File: src/rtl/bom_rx_pkg.sv
package bom_rx_pkg;
  typedef enum logic [1:0] {
    ST_HUNT   = 2'd0,
    ST_SYNC2  = 2'd1,
    ST_SAMPLE = 2'd2
  } bom_state_e;

  localparam logic [7:0] FLAG_BYTE   = 8'hFF;
  localparam logic [7:0] END_BYTE    = 8'h7E;
  localparam logic [7:0] STAT_ONES   = 8'h00;
  localparam logic [7:0] STAT_NOSYNC = 8'h01;
endpackage

File: src/rtl/bom_rx_idle_mon.sv
module bom_rx_idle_mon #(
  parameter int IDLE_ONES = 32,
  parameter int WIN_BITS  = 32,
  parameter int RUN_MARK  = 8
) (
  input  logic clk,
  input  logic rst,
  input  logic active,
  input  logic bit_en,
  input  logic bit_in,
  output logic ones_hit,
  output logic win_hit
);
  localparam int RW = $clog2(IDLE_ONES + 1);
  localparam int WW = $clog2(WIN_BITS + 1);

  logic [RW-1:0] run_q, run_nx;
  logic [WW-1:0] win_q, win_nx;

  always_comb begin
    if (bit_in) begin
      run_nx = (run_q == RW'(IDLE_ONES)) ? run_q : run_q + RW'(1);
    end else begin
      run_nx = '0;
    end
    if (bit_in && run_nx == RW'(RUN_MARK)) begin
      win_nx = '0;
    end else begin
      win_nx = (win_q == WW'(WIN_BITS)) ? win_q : win_q + WW'(1);
    end
    ones_hit = active && bit_en && (run_nx == RW'(IDLE_ONES));
    win_hit  = active && bit_en && (win_nx == WW'(WIN_BITS));
  end

  always_ff @(posedge clk) begin
    if (rst || !active) begin
      run_q <= '0;
      win_q <= '0;
    end else if (bit_en) begin
      run_q <= run_nx;
      win_q <= win_nx;
    end
  end

  AST_IDLE_LEAVES: assert property (@(posedge clk) disable iff (rst)
    (ones_hit || win_hit) |=> !active);

  AST_ONES_NEED_ONE: assert property (@(posedge clk) disable iff (rst)
    ones_hit |-> bit_in);
endmodule

File: src/rtl/bom_rx_framer.sv
module bom_rx_framer
  import bom_rx_pkg::*;
#(
  parameter int END_FF_RUN = 4
) (
  input  logic       clk,
  input  logic       rst,
  input  logic       bit_en,
  input  logic       bit_in,
  input  logic       ones_hit,
  input  logic       win_hit,
  output logic       sampling,
  output logic       wr_valid,
  output logic       wr_tag,
  output logic [7:0] wr_data,
  output logic       msg_end_irq,
  output logic       idle_irq
);
  localparam int FW = $clog2(END_FF_RUN + 1);

  bom_state_e    state;
  logic [7:0]    sh;
  logic [7:0]    nb;
  logic [2:0]    bc;
  logic [FW-1:0] ffcnt;

  assign nb       = {bit_in, sh[7:1]};
  assign sampling = (state == ST_SAMPLE);

  always_ff @(posedge clk) begin
    if (rst) begin
      state       <= ST_HUNT;
      sh          <= '0;
      bc          <= '0;
      ffcnt       <= '0;
      wr_valid    <= 1'b0;
      wr_tag      <= 1'b0;
      wr_data     <= '0;
      msg_end_irq <= 1'b0;
      idle_irq    <= 1'b0;
    end else begin
      wr_valid    <= 1'b0;
      msg_end_irq <= 1'b0;
      idle_irq    <= 1'b0;
      if (bit_en) begin
        case (state)
          ST_HUNT: begin
            sh <= nb;
            bc <= '0;
            if (nb == FLAG_BYTE) state <= ST_SYNC2;
          end
          ST_SYNC2: begin
            sh <= nb;
            bc <= bc + 3'd1;
            if (bc == 3'd7) begin
              if (nb == FLAG_BYTE) begin
                state <= ST_SAMPLE;
                ffcnt <= FW'(2);
              end else begin
                state <= ST_HUNT;
                sh    <= '0;
              end
            end
          end
          ST_SAMPLE: begin
            sh <= nb;
            bc <= bc + 3'd1;
            if (ones_hit || win_hit) begin
              idle_irq <= 1'b1;
              wr_valid <= 1'b1;
              wr_tag   <= 1'b1;
              wr_data  <= ones_hit ? STAT_ONES : STAT_NOSYNC;
              state    <= ST_HUNT;
              sh       <= '0;
              bc       <= '0;
            end else if (bc == 3'd7) begin
              if (nb == END_BYTE) begin
                msg_end_irq <= 1'b1;
                state       <= ST_HUNT;
                sh          <= '0;
              end else if (nb == FLAG_BYTE) begin
                if (ffcnt >= FW'(END_FF_RUN)) begin
                  msg_end_irq <= 1'b1;
                  state       <= ST_HUNT;
                  sh          <= '0;
                end else begin
                  ffcnt <= ffcnt + FW'(1);
                end
              end else begin
                ffcnt <= '0;
                if (!nb[0] && !nb[7]) begin
                  wr_valid <= 1'b1;
                  wr_tag   <= 1'b0;
                  wr_data  <= nb;
                end
              end
            end
          end
          default: begin
            state <= ST_HUNT;
            sh    <= '0;
          end
        endcase
      end
    end
  end

  AST_END_NO_WRITE: assert property (@(posedge clk) disable iff (rst)
    msg_end_irq |-> !wr_valid);

  AST_STOPS_SAMPLING: assert property (@(posedge clk) disable iff (rst)
    (msg_end_irq || idle_irq) |-> state != ST_SAMPLE);

  AST_IDLE_STATUS: assert property (@(posedge clk) disable iff (rst)
    idle_irq |-> (wr_valid && wr_tag));

  AST_DATA_FORM: assert property (@(posedge clk) disable iff (rst)
    (wr_valid && !wr_tag) |-> (!wr_data[0] && !wr_data[7] && $past(state) == ST_SAMPLE));

  AST_ONE_EVENT: assert property (@(posedge clk) disable iff (rst)
    !(msg_end_irq && idle_irq));
endmodule

File: src/rtl/bom_rx_fifo.sv
module bom_rx_fifo #(
  parameter int DEPTH = 64,
  parameter int WIDTH = 9
) (
  input  logic             clk,
  input  logic             rst,
  input  logic             wr_en,
  input  logic [WIDTH-1:0] wr_word,
  input  logic             rd_en,
  output logic             empty,
  output logic             rd_valid,
  output logic [WIDTH-1:0] rd_word,
  output logic             overflow
);
  localparam int AW = $clog2(DEPTH);
  localparam int CW = AW + 1;

  logic [WIDTH-1:0] mem [DEPTH];
  logic [AW-1:0]    wr_ptr, rd_ptr;
  logic [CW-1:0]    count;
  logic             full, do_wr, do_rd;

  assign full  = (count == CW'(DEPTH));
  assign empty = (count == '0);
  assign do_wr = wr_en && !full;
  assign do_rd = rd_en && !empty;

  always_ff @(posedge clk) begin
    if (do_wr) mem[wr_ptr] <= wr_word;
  end

  always_ff @(posedge clk) begin
    if (do_rd) rd_word <= mem[rd_ptr];
  end

  always_ff @(posedge clk) begin
    if (rst) begin
      wr_ptr   <= '0;
      rd_ptr   <= '0;
      count    <= '0;
      rd_valid <= 1'b0;
      overflow <= 1'b0;
    end else begin
      rd_valid <= do_rd;
      if (do_wr) wr_ptr <= wr_ptr + AW'(1);
      if (do_rd) rd_ptr <= rd_ptr + AW'(1);
      case ({do_wr, do_rd})
        2'b10:   count <= count + CW'(1);
        2'b01:   count <= count - CW'(1);
        default: count <= count;
      endcase
      if (wr_en && full) overflow <= 1'b1;
    end
  end

  AST_FULL_DROP: assert property (@(posedge clk) disable iff (rst)
    (wr_en && full && !rd_en) |=> count == $past(count));

  AST_OVF_STICKY: assert property (@(posedge clk) disable iff (rst)
    overflow |=> overflow);

  AST_EMPTY_READ: assert property (@(posedge clk) disable iff (rst)
    (rd_en && empty) |=> !rd_valid);

  AST_COUNT_RANGE: assert property (@(posedge clk) disable iff (rst)
    count <= CW'(DEPTH));
endmodule

File: src/rtl/bom_rx.sv
module bom_rx
  import bom_rx_pkg::*;
#(
  parameter int FIFO_DEPTH = 64,
  parameter int IDLE_ONES  = 32,
  parameter int WIN_BITS   = 32,
  parameter int RUN_MARK   = 8,
  parameter int END_FF_RUN = 4
) (
  input  logic       clk,
  input  logic       rst,
  input  logic       bit_en,
  input  logic       bit_in,
  input  logic       rd_en,
  output logic       fifo_empty,
  output logic       rd_valid,
  output logic [7:0] rd_data,
  output logic       rd_is_status,
  output logic       overflow,
  output logic       msg_end_irq,
  output logic       idle_irq
);
  localparam int QW = 9;

  logic          sampling, ones_hit, win_hit;
  logic          wr_valid, wr_tag;
  logic [7:0]    wr_data;
  logic [QW-1:0] rd_word;

  bom_rx_idle_mon #(
    .IDLE_ONES(IDLE_ONES),
    .WIN_BITS (WIN_BITS),
    .RUN_MARK (RUN_MARK)
  ) u_idle (
    .clk     (clk),
    .rst     (rst),
    .active  (sampling),
    .bit_en  (bit_en),
    .bit_in  (bit_in),
    .ones_hit(ones_hit),
    .win_hit (win_hit)
  );

  bom_rx_framer #(
    .END_FF_RUN(END_FF_RUN)
  ) u_framer (
    .clk        (clk),
    .rst        (rst),
    .bit_en     (bit_en),
    .bit_in     (bit_in),
    .ones_hit   (ones_hit),
    .win_hit    (win_hit),
    .sampling   (sampling),
    .wr_valid   (wr_valid),
    .wr_tag     (wr_tag),
    .wr_data    (wr_data),
    .msg_end_irq(msg_end_irq),
    .idle_irq   (idle_irq)
  );

  bom_rx_fifo #(
    .DEPTH(FIFO_DEPTH),
    .WIDTH(QW)
  ) u_fifo (
    .clk     (clk),
    .rst     (rst),
    .wr_en   (wr_valid),
    .wr_word ({wr_tag, wr_data}),
    .rd_en   (rd_en),
    .empty   (fifo_empty),
    .rd_valid(rd_valid),
    .rd_word (rd_word),
    .overflow(overflow)
  );

  assign rd_data      = rd_word[7:0];
  assign rd_is_status = rd_word[8];
endmodule

File: config.mk
export PLATFORM = sky130hd
export DESIGN_NAME = bom_rx
export DESIGN_NICKNAME = d
export VERILOG_FILES = /design/src/rtl/bom_rx_pkg.sv /design/src/rtl/bom_rx_idle_mon.sv /design/src/rtl/bom_rx_framer.sv /design/src/rtl/bom_rx_fifo.sv /design/src/rtl/bom_rx.sv
export SDC_FILE = /design/constraint.sdc
export NUM_CORES = 1
export LEC_CHECK = 0
export BUFFER_PORTS_ARGS = -buffer_cell sky130_fd_sc_hd__buf_2
export CAP_MARGIN = 20
export CORE_AREA = 2 2 225 227
export CTS_CLUSTER_DIAMETER = 120
export DETAILED_ROUTE_END_ITERATION = 12
export DIE_AREA = 0 0 227 229
export PLACE_DENSITY = 0.68
export SETUP_SLACK_MARGIN = 0.3
export SLEW_MARGIN = 10
export SYNTH_ARGS = -nofsm -noshare
export SYNTH_HDL_FRONTEND = slang
export SYNTH_SLANG_ARGS = --single-unit
File: constraint.sdc
create_clock -name clk -period 3.35 [get_ports clk]
set_input_delay 1.005 -clock clk [delete_from_list [all_inputs] [get_ports clk]]
set_output_delay 1.005 -clock clk [all_outputs]
set_load 0.005 [all_outputs]
**Yosys cells after proc, flatten, opt, wreduce, memory -nomap -nowiden**

Memories as Yosys holds them, arrays and structs flattened. A register that Yosys moved wholly into a read port is not among the register bits.
Cells that the tools add are included.
Widths: inputs -> output; s select.

- $add $sub $neg: 8
- Magnitude comparators: 1
- Equal/unequal tests: 25
- Multiplexer cells: 54
- Bitwise operators: 3
- Reductions and logical operators: 28

Operators with widths:

| kind | number |
|---|---|
| $mux 8 | 12 |
| $add 6x1->6 const B | 4 |
| $eq 6x6->1 const B | 4 |
| $mux 3 | 8 |
| $mux 6 | 4 |
| $pmux 8 s3 | 1 |
| $mux 1 | 17 |
| $mux 2 | 8 |
| $pmux 7 s2 | 1 |
| $ne 2x1->1 const B | 6 |
| $reduce_and 6->1 | 2 |
| $pmux 3 s3 | 1 |
| $eq 8x7->1 const B | 1 |
| $eq 8x8->1 const B | 1 |
| $logic_and 1x1->1 | 8 |
| $ne 4x1->1 const B | 2 |
| $reduce_and 8->1 | 1 |
| $reduce_bool 2->1 | 4 |
| $add 7x1->7 const B | 1 |
| $eq 7x7->1 const B | 1 |
| $logic_not 7->1 | 1 |
| $sub 7x1->7 const B | 1 |
| $add 3x1->3 const B | 2 |
| $eq 6x4->1 const B | 1 |
| 17 further kinds | 27 |

- Register bits after elaboration: 61
- RAM bits: 576
- Input bits: 5
- Word-level logic and storage cells: 136
- Memories: 1

Memory list:

| memory | words | bits a word | read ports | clocked after memory_dff | wr ports | RTL line | source |
|---|---|---|---|---|---|---|---|
| u_fifo.mem | 64 | 9 | 1 | 1 | 1 | bom_rx_fifo.sv:18 | `logic [WIDTH-1:0] mem [DEPTH];` |

**Depth between registers and ports, before layout**

Gate-level depths: netlist (run 1).

- Depth after elaboration: 11
- Gate-level depth with buffers: 14
- Mapped depth without buffers: 14

**By module**

A second synthesis (run 1) with hierarchy kept.

- Cell total of the unflattened synthesis: 1464
- Area total of the unflattened synthesis: 26243.9 µm²

By module, submodules not included:

| module | times used | cells an instance | area an instance (µm²) |
|---|---|---|---|
| bom_rx_fifo | 1 | 1206 | 23975.5 |
| bom_rx_framer | 1 | 145 | 1311.3 |
| bom_rx_idle_mon | 1 | 113 | 957.2 |

**Worst setup path before layout (run 1)**

Ideal clock, no wire load.

- Kind: input -> register
- Start point: input rd_en
- End point: register u_fifo.count[6]
- Arrival: 3.336 ns
- Data required time: 3.229 ns
- Setup slack: -0.107 ns
- Stages: 11
- Buffers on the path: 0
- Cells stage by stage: o21ai_0 > inv_1 > ha_1 > ha_1 > nor2b_1 > o21ai_0 > nand2b_1 > a21o_1 > a21oi_1 > mux2i_1 > mux2_2

- Cells in the longest elaborated chain, start to end: 3
- Elaborated cells between the ends (all ways): 5
- Those cells by class: 2 x eq/ne; 1 x mux; 2 x reduce/logical

Ends and longest elaborated chain:

| what | RTL line | source |
|---|---|---|
| start, declared | bom_rx.sv:14 | `input logic rd_en,` |
| $logic_and 1x1->1 * | bom_rx_fifo.sv:26 | `assign do_rd = rd_en && !empty;` |
| net u_fifo.do_rd | bom_rx_fifo.sv:21 | `logic full, do_wr, do_rd;` |
| $eq 2x1->1 / $eq 2x2->1 (equally long branches) | bom_rx_fifo.sv:47 | `case ({do_wr, do_rd})` |
| $pmux 7 s2 / $reduce_bool 2->1 (equally long branches) | -- |  |
| end signal, assigned | bom_rx_fifo.sv:48 | `2'b10: count <= count + CW'(1);` |
| end signal, assigned | bom_rx_fifo.sv:49 | `2'b01: count <= count - CW'(1);` |
| end signal, assigned | bom_rx_fifo.sv:50 | `default: count <= count;` |
| end, declared | bom_rx_fifo.sv:20 | `logic [CW-1:0] count;` |

Mark *: on every way through the listed nets, which the timed path passes. The rest lies on a longest branch.
A chain may end at the register's enable or synchronous reset.

==> metrics.yaml, run 1 <==
logic_synthesis:
  avgSynthCellArea_um2: 19.8
  synth_seq_cells: 645
  yosys_warnings: 0
  synth_fp_nets: 1321
  ys.flop_type: "edfxtp_1"
  synthXorXnorAreaFrac_pct: 0.651
  synth_top_family_by_area: "multiplexers"
  synth_edf_count: 585
  synth_top_area_share_pct: 68.7
  synth-compound-area-share_pct: 1.90
  synthMuxAreaShare_pct: 17.2
  yosys.area.top_type: "edfxtp_1"
  synth_area_leaders: "edfxtp_1 69%, mux4_2 17%, dfxtp_1 4.7%"
  postSynthCellCount: 1294
  ys_seq_area_share_pct: 73.4
  synthAdderAreaFrac_pct: 1.11
  synthDistinctLibCells: 57
  syn_area_mm2: 0.0256
  yosys.area_share.simple_pct: 4.33
  async_flop_share_pct: 0
power_and_ir_drop:
  power.total_w: 0.0156
  pwr-share-clk_pct: 44.2
  peakVddDrop_uv: 318
  swShare_pct: 19.3
  powerDensity_mw_per_mm2: 533
  p_leak_nw: 9.89
  p_seq_share_pct: 55.5
  p_switching_w: 0.00301
  comb_power_share_pct: 0.3
  cell_internal_pwr_w: 0.0126
place:
  dpl_cell_area_mm2: 0.0272
  dpl.hpwl_um: 33800
  numPortBuffers: 18
  dp.cells: 2022
  globalplace.congestion: 0.794
global_routing:
  grt_max_degree: 65
  grt_pass1_wl_um: 82300
  grt_pass1_vias: 12685
  grt_usage_pct: 21.8
  use_met2_pct: 34.5
  top_usage_layer: "met2"
  antenna_found_initial: 1
  use_met1_pct: 31.8
  overflow: 0
  met3_usage_pct: 4.08
clock_network:
  clock_sinks: 645
  clk_pin_slew_ns: 0.06
  tritoncts: "built"
  clock_latency_ns: 0.60
  clock_path_buffers: 3
  ctsResizeCount: 0
  cts_hold_buf: 0
  cts_made_buffers: 67
  cts_root_buffer: "clkbuf_16"
  postCtsSetupBuffers: 0
  cts_htree_levels: 3
critical_path:
  crit_top_cell: "mux4_2"
  crit_path_end_kind: "register"
  crit_arrival_ns: 3.20
  critPathRequiredTime_ns: 3.68
  critPathKind: "register to register"
  r2r_cells: 4
  slowest_stage: "dfxtp_4"
  crit_fanout: 18
  start_kind: "register"
  path_cells: "buf_4 -> mux4_2 -> mux4_2 -> mux4_2"
  max_stage_delay_ns: 0.64
routing:
  wire_per_inst_um: 25.4
  totalWireLength_um: 54500
  viasPerCell: 5.90
  firstDrtPassIters: 7
  remaining_drc_errors: 0
  num_vias: 12634
  ant_nets: 0
  drt_iter0_drc: 1337
sta:
  finalClockSkew_ns: 0.0306
  slew_viol_final: 0
  final-hold-violation-count: 0
  slew_headroom_pct: 27.0
  max_slew.worst_pin.slew_ns: 1.09
  fin_crit_sh_pct: 85.5
  fmax_mhz: 349
  fin_setup_tns_ns: 0
  setup_violations: 0
  post-route-min-period_ns: 2.86
  rsz0062_at_grt: "no"
cells_and_area:
  fin_nets: 1446
  n_antenna_cell: 0
  fillers: 3676
  drive_gt1_share_pct: 29.4
  syn2layout_area_growth_pct: 14.2
  fin_cells: 2143
  final_core_util_pct: 58.8
  final_area_mm2: 0.0292
floorplan:
  fp.coreArea_mm2: 0.0497
  die_h_um: 229
  start_util_pct: 51.5
  ioPinCount: 19
  die_x_um: 227
  die-area_mm2: 0.0520
  row_count: 82
flow_run:
  drv_cap: 0
hold_path:
  whs_path_depth: 2
  worstHoldPathType: "register to register"
run_status:
  status: "finished, final reports clean"
[synthesized netlist by cell type, drive strengths merged (3+ instances only)]
cell type and count:
dfxtp 60, buf 26, nand3 17, nor2b 15, clkbuf 41, or2 3, nand3b 5, a21oi 33
ha 21, and2 3, nor2 128, nor3 5, o21ai 14, xor2 12, mux2i 12, xnor2 7
inv 23, a211oi 3, nand2b 8, edfxtp 585, mux4 189, nand2 35, and3 3, nand4 8
[cell usage in the layout, fill, tap and decap left out, drive strengths merged, types with 2 or more instances in the layout]
master / n
clkbuf: 87
o41ai: 2
a21o: 2
nand2: 35
dfxtp: 60
a311oi: 2
nand2b: 8
o31ai: 2
nor3: 5
buf: 123
xor2: 12
ha: 21
edfxtp: 585
mux4: 189
nand4: 8
mux2i: 12
or3: 2
and3: 3
or3b: 2
nand3: 17
o21bai: 2
nor2b: 15
a211oi: 3
o21a: 2
or2: 3
nor3b: 2
nand3b: 5
nor2: 128
o21ai: 14
clkinv: 26
clkinvlp: 2
xnor2: 7
a21oi: 33
a22o: 2
inv: 28
and2: 3
[cells by family after synthesis]
family	Yosys count
DFF	645
adders and majority gates	22
AOI/OAI and AO/OA	75
muxes	202
and+or+nand+nor	241
buffers and inverters	90
xor gates and xnor gates	19
[power groups by stage]
| stage | Sequential, W | Clock (W) | Combinational [W] |
|---|---|---|---|
| 2_1_floorplan | 0.00881 | 0 | 0.0000306 |
| 3_3_place_gp | 0.00881 | 0 | 0.0000417 |
| 3_5_place_dp | 0.00881 | 0 | 0.0000427 |
| 4_1_cts | 0.00864 | 0.00702 | 0.0000430 |
| 5_1_grt | 0.00864 | 0.00735 | 0.0000482 |
| 6_report | 0.00864 | 0.00689 | 0.0000433 |
[registers in the layout (all words and copies together), names as in the netlist]
| register | flops |
|---|---|
| u_idle.run_q | 6 |
| u_framer.ffcnt | 3 |
| u_fifo.mem | 576 |
| u_framer.idle_irq | 1 |
| u_framer.wr_valid | 1 |
| u_fifo.rd_word | 9 |
| u_framer.msg_end_irq | 1 |
| u_fifo.wr_ptr | 6 |
| u_fifo.rd_valid | 1 |
| u_framer.wr_data | 8 |
| u_idle.win_q | 6 |
| u_framer.bc | 3 |
| u_fifo.rd_ptr | 6 |
| u_fifo.count | 7 |
| u_framer.wr_tag | 1 |
| u_fifo.overflow | 1 |
| u_framer.state | 2 |
| u_framer.sh | 7 |
[final cells by class]
class	instances	area (µm²)	share of cell area, %
Timing Repair Buffer	123	1020	3.48
Sequential cell	645	18800	64.3
Multi-Input combinational cell	559	6450	22.1
Clock buffer	87	1810	6.21
Tap cell	672	841	2.88
Clock inverter	34	213	0.728
Inverter	23	88.8	0.304
[per-layer routing]
layer	vias to the layer above	wire length, µm
li1	5496	-
met1	6663	23300
met2	405	26900
met3	70	3380
met4	0	825
met5	-	0
[path summary, 6_finish.rpt]
path / start / endpoint / slack, ns
worst max-delay path: u_fifo.rd_ptr[0]$_SDFFE_PP0P_ / u_fifo.rd_word[5]$_DFFE_PP_ / 0.49
worst min register to register: u_framer.wr_data[0]$_SDFFE_PP0P_ / u_framer.wr_data[0]$_SDFFE_PP0P_ / 0.46
worst min-delay path: u_framer.wr_data[0]$_SDFFE_PP0P_ / u_framer.wr_data[0]$_SDFFE_PP0P_ / 0.46
worst max register to register: u_fifo.rd_ptr[0]$_SDFFE_PP0P_ / u_fifo.rd_word[5]$_DFFE_PP_ / 0.49
[stage by stage]
| step | setup WS, ns | hold slack, ns |
|---|---|---|
| 6_report | 0.487 | 0.460 |
| 5_1_grt | 0.303 | 0.487 |
| 4_1_cts | 0.421 | 0.462 |
| 3_5_place_dp | 0.163 | 0.453 |
| 3_3_place_gp | 0.172 | 0.442 |
| 2_1_floorplan | 0.306 | 0.446 |
[worst max-delay path: cells and delay by family (launching register included)]
kind | cells | cell delay (ns)
buf+inv | 1 | 0.31
flops | 1 | 0.64
mux | 3 | 1.64
(Power assumes the default switching activity.)
==> run 2: changes to the inputs <==
Settings changed: CELL_PAD_IN_SITES_DETAIL_PLACEMENT from default to 0, CELL_PAD_IN_SITES_GLOBAL_PLACEMENT from default to 1, CORE_AREA 2 2 225 227 to 2 2 230 232, DIE_AREA 0 0 227 229 to 0 0 232 234, PLACE_DENSITY 0.68 to 0.72.
==> run 2 against run 1 <==
Fmax about the same. Register-to-register slack about the same. Power increased by 3.4%. Critical path depth increased by 9. Core utilization decreased by 2.4 points. Cell area increased by 0.50%. Worst setup slack improved by 0.0025 ns. Sequential share of layout area decreased by 0.32 points. Wire length decreased by 1.1%. Clock skew decreased by 0.0098 ns. Highest routed layer unchanged.
==> metrics.yaml, run 2 (synthesis gave the netlist of run 1 again) <==
cells_and_area:
  syn2layout_area_growth_pct: 14.8
  fillers: 3928
  registers.top_by_ff_count: "u_fifo.mem"
  n_antenna_cell: 0
  final_common_cell: "edfxtp_1"
  fin_nets: 1440
  largest_reg_flops: 576
  mostFrequentLayoutCells: "585 x edfxtp_1, 189 x mux4_2, 127 x nor2_1, 87 x buf_4, 71 x clkbuf_16"
  drive_gt1_share_pct: 29.4
  fin_cells: 2153
  top_regs: "u_fifo.mem: 576 flops, u_fifo.rd_word: 9 flops, u_framer.wr_data: 8 flops"
routing:
  num_vias: 12548
  wire_per_inst_um: 25.0
  ant_nets: 0
  firstDrtPassIters: 5
  remaining_drc_errors: 0
  totalWireLength_um: 53900
  viasPerCell: 5.83
  drt_iter0_drc: 1157
place:
  numPortBuffers: 18
  pre_cts_slack_ns: 0.144
  dp.cells: 2031
  dpl.hpwl_um: 34000
  globalplace.congestion: 0.766
sta:
  final-hold-violation-count: 0
  rsz0062_at_grt: "no"
  fin_setup_tns_ns: 0
  fin_ws_ns: 0.489
  hold_ws_ns: 0.481
  post-route-min-period_ns: 2.86
  slew_viol_final: 0
  setup_violations: 0
  finalClockSkew_ns: 0.0207
  max_slew.worst_pin.slew_ns: 0.963
  fmax_mhz: 350
  fin_crit_sh_pct: 85.4
  slew_headroom_pct: 35.3
critical_path:
  cpLargestDelayFamily: "simple AND/OR/NAND/NOR gates"
  path_cells: "nor2_1 -> nand4_1 -> and2_1 -> inv_2 -> ha_4 -> ha_1 -> nor2b_1 -> o21ai_0 -> nand2b_1 -> a21o_1 -> a21oi_2 -> mux2i_1 -> mux2_2"
  slowest_stage: "mux2_2"
  critPathRequiredTime_ns: 3.83
  crit_path_end_kind: "register"
  crit_fanout: 7
  cp_num_buf_inv: 1
  max_stage_delay_ns: 0.34
  critPathKind: "register to register"
  start_kind: "register"
  crit_arrival_ns: 3.34
floorplan:
  die_h_um: 234
  fp.coreArea_mm2: 0.0520
  row_count: 84
  die_x_um: 232
  ioPinCount: 19
  start_util_pct: 49.2
  die-area_mm2: 0.0543
clock_network:
  tritoncts: "built"
  cts_htree_levels: 3
  clock_path_buffers: 3
  clock_latency_ns: 0.59
  cts_hold_buf: 0
  clk_pin_slew_ns: 0.06
  cts_made_buffers: 68
  cts_root_buffer: "clkbuf_16"
  postCtsSetupBuffers: 0
  clock_sinks: 645
  ctsResizeCount: 0
global_routing:
  grt_max_degree: 52
  grt_usage_pct: 20.7
  grt_pass1_wl_um: 81700
  grt_pass1_vias: 12656
  antenna_found_initial: 1
  overflow: 0
power_and_ir_drop:
  powerDensity_mw_per_mm2: 549
  peakVddDrop_uv: 349
  p_leak_nw: 9.95
  power.total_w: 0.0161
flow_run:
  drv_cap: 0
run_status:
  status: "finished, final reports clean"
hold_path:
  worstHoldPathType: "register to register"
[run 2: cell count changes in the layout (fill, tap and decap cells not counted), sizes merged]
| cell | change |
|---|---|
| clkinv | -1 |
| bufinv | +6 |
| clkinvlp | -1 |
| buf | -7 |
| inv | -3 |
[run 2: power by group]
group,leakage [nW],internal (W),switching (W),total (W)
Clock,1.08,0.00445,0.00297,0.00742
Combinational,2.45,0.0000130,0.0000300,0.0000430
Sequential,6.42,0.00864,0.00000130,0.00864
Total,9.95,0.0131,0.00300,0.0161
[run 2: path summary, 6_finish.rpt]
check | startpoint | endpoint | slack (ns) | depth (start not counted)
setup / recovery | u_fifo.count[1]$_SDFFE_PP0P_ | u_fifo.count[6]$_SDFFE_PP0P_ | 0.49 | 13
hold / removal | u_fifo.overflow$_SDFFE_PP0P_ | u_fifo.overflow$_SDFFE_PP0P_ | 0.48 | 2
setup reg to reg | u_fifo.count[1]$_SDFFE_PP0P_ | u_fifo.count[6]$_SDFFE_PP0P_ | 0.49 | 13
hold reg to reg | u_fifo.overflow$_SDFFE_PP0P_ | u_fifo.overflow$_SDFFE_PP0P_ | 0.48 | 2
[run 2: per-stage QoR]
step,utilization (%),instance area [µm²]
3_5_place_dp,52.2,27200
3_3_place_gp,52.2,27200
2_1_floorplan,-,25600
6_report,56.4,29400
5_1_grt,56.4,29400
4_1_cts,56.4,29400
[run 2: per-layer routing]
metal / vias up / GRT usage (%) / wire (µm)
met5: - / 0 / 0
met4: 0 / 5.81 / 1010
met3: 70 / 3.28 / 3350
li1: 5490 / - / -
met2: 362 / 33.2 / 26300
met1: 6626 / 29.7 / 23200
[run 2: area by class of cell]
type                    count  area, µm²  area share [%]
clock inverters            35        347            1.18
flip-flops and latches    645      18800            64.0
repair buffers            116        963            3.28
well taps                 688        861            2.93
inverters                  23       88.8           0.303
clock buffers              87       1860            6.32
multi-input cells         559       6450            22.0
[run 2: tightest hold or removal path: cells and delay by family, from the launching register on]
family             cells  cell delay [ns]
DFF                    1             0.33
and+or+nand+nor        1             0.07
AOI/OAI and AO/OA      1             0.04
==> run 3: changes to the inputs <==
Settings changed: RECOVER_POWER from default to 50.
==> run 3 against run 2 <==
Critical path depth unchanged. Non-clock buffer count unchanged. Hold slack got worse by 0.00064 ns. Register-to-register slack got worse by 0.12 ns. Via count decreased by 0.45%. Highest routed layer unchanged. Clock skew about the same. First-iteration DRC count decreased by 1.4%. Cell area decreased by 0.23%. The flow now finishes with violations (capacitance limit, slew limit). Wire length about the same. Die area unchanged.
==> metrics.yaml, run 3 (synthesis gave the netlist of run 1 again) <==
run_status:
  status: "finished, violations left"
  violations: "capacitance limit, slew limit"
cells_and_area:
  drive_gt1_share_pct: 27.8
  largest_reg_flops: 576
  final_area_mm2: 0.0293
  registers.top_by_ff_count: "u_fifo.mem"
  n_antenna_cell: 0
  syn2layout_area_growth_pct: 14.5
  fin_nets: 1440
  final_common_cell: "edfxtp_1"
  mostFrequentLayoutCells: "585 x edfxtp_1, 189 x mux4_2, 127 x nor2_1, 72 x buf_4, 71 x clkbuf_16"
  top_regs: "u_fifo.mem: 576 flops, u_fifo.rd_word: 9 flops, u_framer.wr_data: 8 flops"
  fillers: 3941
global_routing:
  grt_pass1_wl_um: 81700
  grt_max_degree: 52
  grt_pass1_vias: 12656
  antenna_found_initial: 1
  grt_usage_pct: 20.7
  overflow: 0
clock_network:
  clk_pin_slew_ns: 0.06
  tritoncts: "built"
  cts_htree_levels: 3
  clock_path_buffers: 3
  cts_made_buffers: 68
  clock_latency_ns: 0.59
  clock_sinks: 645
  cts_root_buffer: "clkbuf_16"
  postCtsSetupBuffers: 0
  cts_hold_buf: 0
routing:
  firstDrtPassIters: 5
  drt_iter0_drc: 1141
  viasPerCell: 5.80
  remaining_drc_errors: 0
  totalWireLength_um: 53800
  num_vias: 12492
  ant_nets: 0
  wire_per_inst_um: 25.0
critical_path:
  r2r_cells: 13
  critPathCapture: "u_fifo.count[6]$_SDFFE_PP0P_"
  crit_top_cell: "o21ai_0"
  setup.worst_path.start: "u_fifo.count[1]$_SDFFE_PP0P_"
  slowest_stage: "o21ai_0"
  timing.rr.start: "u_fifo.count[1]$_SDFFE_PP0P_"
  critPathRequiredTime_ns: 3.82
  max_stage_delay_ns: 0.38
  start_kind: "register"
  r2r_end: "u_fifo.count[6]$_SDFFE_PP0P_"
  critPathKind: "register to register"
  ff2ff_setup_slack_ns: 0.37
  crit_path_end_kind: "register"
  crit_fanout: 7
  crit_arrival_ns: 3.46
  path_cells: "nor2_1 -> nand3_1 -> o21ai_0 -> inv_4 -> ha_4 -> ha_1 -> nor2b_1 -> o21ai_0 -> nand2b_1 -> a21o_1 -> a21oi_2 -> mux2i_1 -> mux2_2"
floorplan:
  start_util_pct: 49.2
  row_count: 84
  ioPinCount: 19
  fp.coreArea_mm2: 0.0520
  die-area_mm2: 0.0543
  die_h_um: 234
  die_x_um: 232
sta:
  max_slew.worst_pin.slew_ns: 1.82
  post-route-min-period_ns: 2.98
  slew_viol_final: 133
  finalClockSkew_ns: 0.0206
  fin_crit_sh_pct: 89.1
  fmax_mhz: 335
  slew_headroom_pct: -21.7
  rsz0062_at_grt: "no"
  final-hold-violation-count: 0
  setup_violations: 0
  fin_setup_tns_ns: 0
power_and_ir_drop:
  powerDensity_mw_per_mm2: 550
  p_leak_nw: 9.89
  peakVddDrop_uv: 348
hold_path:
  worstHoldPathType: "register to register"
place:
  dpl.hpwl_um: 34000
  globalplace.congestion: 0.766
  numPortBuffers: 18
  dpl_cell_area_mm2: 0.0272
flow_run:
  drv_cap: 3
run 3: cell count changes in the layout (fill, tap and decap cells not counted), sizes merged:
cell,before,now
buf,116,100
clkbuf,87,103
run 3: worst min-delay path by stage:
stage / start / to / slack [ns] / depth (start not counted)
3_5_place_dp: u_framer.ffcnt[2]$_SDFFE_PP0P_ / u_framer.ffcnt[2]$_SDFFE_PP0P_ / 0.46 / 2
5_1_grt: u_framer.ffcnt[2]$_SDFFE_PP0P_ / u_framer.ffcnt[2]$_SDFFE_PP0P_ / 0.50 / 2
2_1_floorplan: u_framer.bc[1]$_SDFFE_PP0P_ / u_framer.bc[1]$_SDFFE_PP0P_ / 0.45 / 1
3_3_place_gp: u_fifo.overflow$_SDFFE_PP0P_ / u_fifo.overflow$_SDFFE_PP0P_ / 0.46 / 2
4_1_cts: u_framer.ffcnt[2]$_SDFFE_PP0P_ / u_framer.ffcnt[2]$_SDFFE_PP0P_ / 0.48 / 2
6_report: u_fifo.overflow$_SDFFE_PP0P_ / u_fifo.overflow$_SDFFE_PP0P_ / 0.48 / 2
run 3: stage by stage:
step	power (W)	utilization (%)	hold WS [ns]	setup WS (ns)	instances
2_1_floorplan	0.00884	-	0.446	0.306	1294
3_3_place_gp	0.00885	52.2	0.459	0.150	2031
3_5_place_dp	0.00886	52.2	0.464	0.144	2031
4_1_cts	0.0162	56.4	0.483	0.387	2153
5_1_grt	0.0166	56.3	0.500	0.179	2153
6_report	0.0161	56.3	0.481	0.367	2153
run 3: what timing repair did:
item                       in CTS  in global routing
hold endpoints to repair        0                  0
gates resized for setup         0                  2
setup endpoints to repair       0                  1
run 3: per-layer routing:
| metal | vias to the layer above | track usage (%) | routed length (µm) |
|---|---|---|---|
| met5 | - | 0 | 0 |
| met4 | 0 | 5.81 | 946 |
| met3 | 66 | 3.28 | 3330 |
| met2 | 339 | 33.2 | 26300 |
| met1 | 6595 | 29.7 | 23200 |
| li1 | 5492 | - | - |
run 3: report_power, final:
group	internal [W]	switching (W)	leakage, nW	total (W)
Sequential	0.00864	0.00000126	6.41	0.00864
Combinational	0.0000123	0.0000298	2.39	0.0000421
Clock	0.00445	0.00297	1.08	0.00742
run 3: area by class of cell:
class	instances	area, µm²	area share (%)
clock inverter	35	347	1.18
clock buffer	87	1860	6.34
tap	688	861	2.94
inverter	23	88.8	0.303
timing repair buffer	116	910	3.11
multi-input combinational	559	6450	22.0
sequential	645	18800	64.1
run 3: critical path, delay by kind of cell (launching register included):
family,cells,cell delay (ns)
buffers and inverters,1,0.07
AO/OA/AOI/OAI,4,0.88
adder cells (fa/ha/maj),2,0.51
AND/OR/NAND/NOR,4,0.53
multiplexers,2,0.55
flip-flops,1,0.33
